**src/rtl/mon_desc_pkg.sv**
```systemverilog
package mon_desc_pkg;

    localparam int WORD_W     = 32;
    localparam int INFO_WORDS = 4;
    localparam int REF_W      = 64;
    localparam int REF_WORDS  = REF_W / WORD_W;
    localparam int DESC_WORDS = INFO_WORDS + REF_WORDS + 2;
    localparam int BEAT_W     = $clog2(DESC_WORDS);
    localparam int W6_IDX     = INFO_WORDS + REF_WORDS;
    localparam int W7_IDX     = W6_IDX + 1;

    localparam int ID_W   = 16;
    localparam int CNT_W  = 4;
    localparam int ERR_W  = 5;
    localparam int FRAG_W = 4;
    localparam int RSN_W  = 2;
    localparam int W6_USED = RSN_W + ERR_W + FRAG_W + 1 + CNT_W + 1;

    localparam logic [RSN_W-1:0] RSN_ERROR = 2'd0;
    localparam logic [RSN_W-1:0] RSN_ROUTE = 2'd1;
    localparam logic [RSN_W-1:0] RSN_FLUSH = 2'd2;
    localparam logic [RSN_W-1:0] RSN_BAD   = 2'd3;

    localparam int INFO_FLAG_WORD = 2;
    localparam int INFO_META_WORD = 3;
    localparam int INFO_FRAG_BIT  = 8;
    localparam int INFO_BAR_BIT   = 11;
    localparam int INFO_SEQ_LSB   = 15;
    localparam int INFO_SEQ_MSB   = 26;

    localparam int W6_FRAG_LSB = RSN_W + ERR_W;
    localparam int W6_BAR_BIT  = W6_FRAG_LSB + FRAG_W;
    localparam int W6_EOP_BIT  = W6_BAR_BIT + 1 + CNT_W;

    typedef enum logic [1:0] {
        ST_IDLE,
        ST_BODY,
        ST_TAIL
    } gen_state_e;

    typedef struct packed {
        logic [REF_W-1:0] ref_addr;
        logic [ID_W-1:0]  id;
        logic [CNT_W-1:0] cnt;
    } ppdu_ctx_t;

    // Bits of an information word that survive in a frameless-BAR descriptor
    function automatic logic [WORD_W-1:0] fless_keep(input int idx);
        logic [WORD_W-1:0] m;
        m = '0;
        if (idx == INFO_META_WORD) begin
            m = '1;
        end else if (idx == INFO_FLAG_WORD) begin
            for (int b = INFO_SEQ_LSB; b <= INFO_SEQ_MSB; b++) m[b] = 1'b1;
            m[INFO_BAR_BIT] = 1'b1;
        end
        return m;
    endfunction

endpackage

```
**src/rtl/mon_ppdu_track.sv**
```systemverilog
module mon_ppdu_track
    import mon_desc_pkg::*;
(
    input  logic             clk,
    input  logic             rst_n,
    input  logic             start,
    input  logic [ID_W-1:0]  start_id,
    input  logic [REF_W-1:0] start_ref,
    input  logic             copy_en,
    input  logic             buf_used,
    output ppdu_ctx_t        ctx
);

    localparam logic [CNT_W-1:0] CNT_MAX = '1;

    always_ff @(posedge clk or negedge rst_n) begin
        if (!rst_n) begin
            ctx <= '0;
        end else if (start) begin
            ctx.cnt      <= '0;
            ctx.id       <= copy_en ? start_id : '0;
            ctx.ref_addr <= start_ref;
        end else if (buf_used && (ctx.cnt != CNT_MAX)) begin
            ctx.cnt <= ctx.cnt + 1'b1;
        end
    end

    AST_CNT_SAT: assert property (@(posedge clk) disable iff (!rst_n)
        (ctx.cnt == CNT_MAX && !start) |=> (ctx.cnt == CNT_MAX));
    AST_CNT_CLEAR: assert property (@(posedge clk) disable iff (!rst_n)
        start |=> (ctx.cnt == '0));
    AST_CNT_STEP: assert property (@(posedge clk) disable iff (!rst_n)
        (!start && !buf_used) |=> $stable(ctx.cnt));

endmodule

```
**src/rtl/mon_desc_pack.sv**
```systemverilog
module mon_desc_pack
    import mon_desc_pkg::*;
(
    input  logic                         is_delim,
    input  logic                         delim_flush,
    input  logic [RSN_W-1:0]             rsn_in,
    input  logic [ERR_W-1:0]             err_in,
    input  logic [FRAG_W-1:0]            frag_in,
    input  logic                         fless_in,
    input  logic [INFO_WORDS*WORD_W-1:0] info_in,
    input  ppdu_ctx_t                    ctx,
    output logic [DESC_WORDS*WORD_W-1:0] desc_flat
);

    logic [WORD_W-1:0] info_m [INFO_WORDS];
    logic [WORD_W-1:0] w6;
    logic [WORD_W-1:0] w7;
    logic [RSN_W-1:0]  rsn_eff;
    logic [ERR_W-1:0]  err_eff;
    logic [FRAG_W-1:0] frag_eff;
    logic              bar_eff;

    generate
        for (genvar g = 0; g < INFO_WORDS; g++) begin : g_info
            assign info_m[g] = is_delim ? '0 :
                               fless_in ? (info_in[g*WORD_W +: WORD_W] & fless_keep(g)) :
                                          info_in[g*WORD_W +: WORD_W];
            assign desc_flat[g*WORD_W +: WORD_W] = info_m[g];
        end
        for (genvar r = 0; r < REF_WORDS; r++) begin : g_ref
            assign desc_flat[(INFO_WORDS+r)*WORD_W +: WORD_W] = ctx.ref_addr[r*WORD_W +: WORD_W];
        end
    endgenerate

    always_comb begin
        if (is_delim) begin
            rsn_eff = delim_flush ? RSN_FLUSH : RSN_ROUTE;
            err_eff = '0;
        end else begin
            rsn_eff = (rsn_in == RSN_BAD) ? RSN_ERROR : rsn_in;
            err_eff = err_in;
        end
        frag_eff = info_m[INFO_FLAG_WORD][INFO_FRAG_BIT] ? frag_in : '0;
        bar_eff  = !is_delim && fless_in;
        w6 = {{(WORD_W-W6_USED){1'b0}}, is_delim, ctx.cnt, bar_eff, frag_eff, err_eff, rsn_eff};
        w7 = {{(WORD_W-ID_W){1'b0}}, ctx.id};
    end

    assign desc_flat[W6_IDX*WORD_W +: WORD_W] = w6;
    assign desc_flat[W7_IDX*WORD_W +: WORD_W] = w7;

endmodule

```
**src/rtl/mon_desc_gen.sv**
```systemverilog
module mon_desc_gen
    import mon_desc_pkg::*;
(
    input  logic                         clk,
    input  logic                         rst_n,
    input  logic                         cfg_delim_en,
    input  logic                         cfg_id_copy_en,
    input  logic                         ppdu_start,
    input  logic [ID_W-1:0]              ppdu_start_id,
    input  logic [REF_W-1:0]             ppdu_start_ref,
    input  logic                         ppdu_end,
    input  logic                         ppdu_flush,
    input  logic                         sbuf_used,
    input  logic                         mpdu_valid,
    output logic                         mpdu_ready,
    input  logic [RSN_W-1:0]             mpdu_reason,
    input  logic [ERR_W-1:0]             mpdu_err,
    input  logic [FRAG_W-1:0]            mpdu_frag_num,
    input  logic                         mpdu_frameless,
    input  logic [INFO_WORDS*WORD_W-1:0] mpdu_info,
    output logic                         out_valid,
    input  logic                         out_ready,
    output logic [WORD_W-1:0]            out_data,
    output logic                         out_last
);

    localparam logic [BEAT_W-1:0] BEAT_W6 = BEAT_W'(W6_IDX);
    localparam logic [BEAT_W-1:0] BEAT_W7 = BEAT_W'(W7_IDX);

    gen_state_e                  state_q, state_d;
    logic [BEAT_W-1:0]           beat_q;
    logic [WORD_W-1:0]           desc_q [DESC_WORDS];
    logic                        pend_q, pend_flush_q;
    ppdu_ctx_t                   pend_ctx_q;
    ppdu_ctx_t                   ctx_now, ctx_sel;
    logic [DESC_WORDS*WORD_W-1:0] desc_flat;
    logic                        delim_evt, load_delim, load_mpdu, load_any, fire;

    mon_ppdu_track i_track (
        .clk       (clk),
        .rst_n     (rst_n),
        .start     (ppdu_start),
        .start_id  (ppdu_start_id),
        .start_ref (ppdu_start_ref),
        .copy_en   (cfg_id_copy_en),
        .buf_used  (sbuf_used),
        .ctx       (ctx_now)
    );

    assign ctx_sel = pend_q ? pend_ctx_q : ctx_now;

    mon_desc_pack i_pack (
        .is_delim    (pend_q),
        .delim_flush (pend_flush_q),
        .rsn_in      (mpdu_reason),
        .err_in      (mpdu_err),
        .frag_in     (mpdu_frag_num),
        .fless_in    (mpdu_frameless),
        .info_in     (mpdu_info),
        .ctx         (ctx_sel),
        .desc_flat   (desc_flat)
    );

    assign delim_evt  = cfg_delim_en && (ppdu_end || ppdu_flush);
    assign mpdu_ready = (state_q == ST_IDLE) && !pend_q;
    assign load_delim = (state_q == ST_IDLE) && pend_q;
    assign load_mpdu  = mpdu_valid && mpdu_ready;
    assign load_any   = load_delim || load_mpdu;
    assign fire       = out_valid && out_ready;

    // Pending delimiter slot: an event is taken when the slot is free or being emptied
    always_ff @(posedge clk or negedge rst_n) begin
        if (!rst_n) begin
            pend_q       <= 1'b0;
            pend_flush_q <= 1'b0;
            pend_ctx_q   <= '0;
        end else if (delim_evt && (!pend_q || load_delim)) begin
            pend_q       <= 1'b1;
            pend_flush_q <= ppdu_flush;
            pend_ctx_q   <= ctx_now;
        end else if (load_delim) begin
            pend_q <= 1'b0;
        end
    end

    // Next-state logic
    always_comb begin
        state_d = state_q;
        unique case (state_q)
            ST_IDLE: if (load_any) state_d = ST_BODY;
            ST_BODY: if (out_ready && beat_q == BEAT_W6) state_d = ST_TAIL;
            ST_TAIL: if (out_ready) state_d = ST_IDLE;
            default: state_d = ST_IDLE;
        endcase
    end

    // State register, beat counter and descriptor store
    always_ff @(posedge clk or negedge rst_n) begin
        if (!rst_n) begin
            state_q <= ST_IDLE;
            beat_q  <= '0;
            for (int k = 0; k < DESC_WORDS; k++) desc_q[k] <= '0;
        end else begin
            state_q <= state_d;
            if (load_any) begin
                beat_q <= '0;
                for (int k = 0; k < DESC_WORDS; k++) desc_q[k] <= desc_flat[k*WORD_W +: WORD_W];
            end else if (fire && state_q == ST_BODY) begin
                beat_q <= beat_q + 1'b1;
            end
        end
    end

    // Outputs
    always_comb begin
        out_valid = 1'b0;
        out_last  = 1'b0;
        out_data  = '0;
        unique case (state_q)
            ST_IDLE: ;
            ST_BODY: begin
                out_valid = 1'b1;
                out_data  = desc_q[beat_q];
            end
            ST_TAIL: begin
                out_valid = 1'b1;
                out_last  = 1'b1;
                out_data  = desc_q[beat_q];
            end
            default: ;
        endcase
    end

    AST_STALL_HOLD: assert property (@(posedge clk) disable iff (!rst_n)
        (out_valid && !out_ready) |=> (out_valid && $stable(out_data)));
    AST_NO_INTERLEAVE: assert property (@(posedge clk) disable iff (!rst_n)
        mpdu_ready |-> !out_valid);
    AST_LAST_BEAT: assert property (@(posedge clk) disable iff (!rst_n)
        out_last |-> (beat_q == BEAT_W7));
    AST_W6_RSV_ZERO: assert property (@(posedge clk) disable iff (!rst_n)
        (out_valid && beat_q == BEAT_W6) |-> (out_data[WORD_W-1:W6_USED] == '0));
    AST_REASON_LEGAL: assert property (@(posedge clk) disable iff (!rst_n)
        (out_valid && beat_q == BEAT_W6) |-> (out_data[RSN_W-1:0] != RSN_BAD));
    AST_FRAG_GATE: assert property (@(posedge clk) disable iff (!rst_n)
        (out_valid && beat_q == BEAT_W6 && !desc_q[INFO_FLAG_WORD][INFO_FRAG_BIT])
        |-> (out_data[W6_BAR_BIT-1:W6_FRAG_LSB] == '0));
    AST_DELIM_CLEAN: assert property (@(posedge clk) disable iff (!rst_n)
        (out_valid && beat_q == BEAT_W6 && out_data[W6_EOP_BIT])
        |-> (out_data[W6_BAR_BIT:RSN_W] == '0));
    AST_W7_RSV_ZERO: assert property (@(posedge clk) disable iff (!rst_n)
        out_last |-> (out_data[WORD_W-1:ID_W] == '0));

endmodule

```
**config.mk**
```make
export PLATFORM = sky130hd
export DESIGN_NAME = mon_desc_gen
export DESIGN_NICKNAME = d
export VERILOG_FILES = /design/src/rtl/mon_desc_pkg.sv /design/src/rtl/mon_ppdu_track.sv /design/src/rtl/mon_desc_pack.sv /design/src/rtl/mon_desc_gen.sv
export SDC_FILE = /design/constraint.sdc
export NUM_CORES = 1
export LEC_CHECK = 0
export ABC_CLOCK_PERIOD_IN_PS = 4450
export CORE_UTILIZATION = 45
export DETAILED_ROUTE_END_ITERATION = 8
export PLACE_DENSITY = 0.66
export SLEW_MARGIN = 10
export SYNTH_ARGS = -nofsm -noshare
export SYNTH_HDL_FRONTEND = slang
export SYNTH_SLANG_ARGS = --single-unit
```
**constraint.sdc**
```tcl
create_clock -name clk -period 4.45 [get_ports clk]
set_input_delay 0.89 -clock clk [delete_from_list [all_inputs] [get_ports clk]]
set_output_delay 0.89 -clock clk [all_outputs]
set_load 0.005 [all_outputs]
```
==> results of run 1 <==
==> state kept, by name, indices dropped and copies added, names as in the netlist <==
name          flops
beat_q            3
desc_q          225
i_track.ctx      84
pend_ctx_q       84
pend_flush_q      1
pend_q            1
state_q           2
==> per-layer routing <==
layer	wire (um)	part of all wire (%)	global-route usage (%)	vias up
li1	-	-	-	5309
met3	3320	7.2	4.98	60
met5	0	0	0	-
met1	22100	48	37.0	5955
met2	20000	43	34.4	408
met4	950	2.0	6.84	0
==> worst min-delay path by stage <==
stage | from | end | cells past startpoint
finish | rst_n | desc_q[227] | 1
detailed placement | desc_q[161] | desc_q[161] | 2
floorplan | desc_q[161] | desc_q[161] | 2
global placement | desc_q[165] | desc_q[165] | 2
global route | desc_q[165] | desc_q[165] | 2
CTS | desc_q[161] | desc_q[161] | 2
==> report_power, final <==
group | total, W | switching (W) | internal [W] | leakage [nW]
logic | 0.00427 | 0.00210 | 0.00217 | 3.91
registers | 0.00590 | 0.000995 | 0.00490 | 5.08
clock network | 0.00375 | 0.00145 | 0.00230 | 0.740
==> metrics by stage <==
step                      setup slack (ns)  utilization [%]
after floorplan                       2.03                -
after global placement                1.11             54.0
after detailed placement              1.02             54.0
after CTS                            0.403             58.0
after global routing                 0.254             58.0
final                                0.477             58.0
==> final cells by class <==
class	instances	area (um2)	area share [%]
inverter	39	146	0.667
antenna	2	5.00	0.0228
sequential	400	10000	45.6
clock buffer	67	1340	6.10
timing repair buffer	284	2920	13.3
multi-input combinational	801	6720	30.6
clock inverter	11	165	0.752
tap	511	639	2.91
==> placed cells by master (no fill, tap or decap), drive strengths merged, types with 2 or more instances in the layout <==
cell type      instances
nor3                   3
a221oi                 2
nand3                 12
o22ai                 31
a21oi                  6
o21ai                123
diode                  2
or3                    2
clkdlybuf4s50        262
ha                     8
bufinv                 4
or2                    2
nor2                  22
nand2b                 4
nand3b                 3
mux2i                 99
nand2                126
a22o                 123
inv                   41
dfrtp                400
clkinv                 4
mux2                 184
a32o                   4
o21a                   2
mux4                  32
clkbuf                67
and3                   2
buf                   22
==> kinds of logic (layout without fill, tap and decap cells) <==
family                     Yosys count  in the layout  share of synthesized area [%]
other                                0              2                              0
adders and majority gates            8              8                          0.576
muxes                              315            315                           21.8
and+or+nand+nor                    179            179                           4.28
buffers and inverters              138            401                           3.92
xor gates and xnor gates             2              2                          0.101
AOI/OAI and AO/OA                  297            297                           11.8
DFF                                400            400                           57.6
==> worst max-delay path, stage by stage, from the launching register on <==
cell,delay [ns]
dfrtp_2,0.83
nand2b_1,0.62
o21ai_0,0.20
nor2_1,0.29
clkdlybuf4s50_1,0.58
==> results.md, run 1 <==
- Status: finished, final reports clean
- TritonCTS clock tree: done
- Final Hold Vio Count: 0
- Post-synth EDFFs: 0
- Crit Path Max Fanout: 24
- Setup Fix Bufs, Post-CTS: 0
- Top-area cell type share of the netlist area: 57.6%
- VDD IR max: 0.375 mV
- Critical path startpoint: beat_q[0]
- # Max-Cap Violations: 0
- PwrDens: 634 nW/um2
- Clk sink count: 400
- CP Capture Type: output port
- Fin nets: 1808
- Top cells by count, synth: dfrtp_1, mux2_2, nand2_1
- # hold bufs at CTS: 0
- Worst-Skew Late Latency: 0.56 ns
- Slew margin rel.: 32.1%
- Via count: 11.7k
- Setup crit end: out_data[15]
- H-tree depth: 2
- Tmin final: 3.97 ns
- DRT Wirelength: 46400 um
- Routed Antenna Nets: 0
- FF-to-FF path depth: 3
- Starting density of the core: 45.9%
- Period utilization: 89.3%
- Total track usage: 24.1%
- R2r setup slk: 1.87 ns
- F_max: 0.252 GHz
- Global-route wire length before repair: 72000 um
- Syn Area/Cell: 13.0 um2
- Prevailing post-synth register cell: dfrtp_1
- Worst Skew: 0.00642 ns
- Leading area contributor after synthesis: dfrtp_1
- Core area: 37800 um2
- HPWL after DPL: 31300 um
- Pins over their slew limit: 0
- Pin count of the biggest net entering global routing: 126
- Arrival @ worst endpoint: 3.08 ns
- Syn-to-layout area delta: 26.3%
- Synthesis Warnings: 0
- R2R Path End: desc_q[90]
- RePlAce Congestion: 0.872
- Async S/R FF share, synth: 100%
- CTS Buffer Depth: 3
- Cell area after layout: 22000 um2
- Final-layout fill cell count: 3166
- WL/cell: 21.9 um
- Vias in the first global route: 11.9k
- Gr ovfl total: 0
- CTS buffer count: 44
- DR iter-0 viols: 859
- Placed cell count: 2035
- Initial antenna violation count: 2
- # rows: 71
- Seq/Total Area, Yosys: 57.6%
- CTS-repair resized insts: 0
- Die height: 199 um
- Critical Path Source Type: register
- DR vias/cell: 5.55
- Cells after Synth: 1339
- Reg2Reg Launch Point: pend_q
- Port Buffers: 264
- Final hold slack: 0.444 ns
- Hold WC Path Type: in -> async
- Synth Cell Area: 17400 um2
- Setup violators final: 0
- Total design power: 0.0139 W
- Most common cell in the netlist: dfrtp_1
- Worst slew pin tran: 1.02 ns
- CTS root buffer: clkbuf_16
- Yosys reg bits: 400
- Netlist cell types: 44
- Synth top area cells: dfrtp_1, mux2_2, a22o_1
- Pre-antenna DRT Iters: 5
- Area after DPL: 20400 um2
- Final Instance Count excl. Fillers: 2115
- RSZ-0062 raised after global routing: false
- DRC viols: 0
- Clk pin slew, worst setup/hold paths: 0.06 ns
- Syn Nets: 1577
- Die Wd: 199 um
- Share of layout cells above drive strength 1: 16.8%
- # IOs: 265
- Sum Neg Setup Slack: 0 ns
- Crit Path Class: reg -> out
- Leakage power: 9.73 nW
- CP required: 3.56 ns
- Die area: 39400 um2
(Power assumes the default switching activity.)
==> run 2, diff against run 1 <==
- SKIP_LAST_GASP: not set -> 1
==> results of run 2 <==
No change in the layout: final DEF, timing and power equal those of run 1.
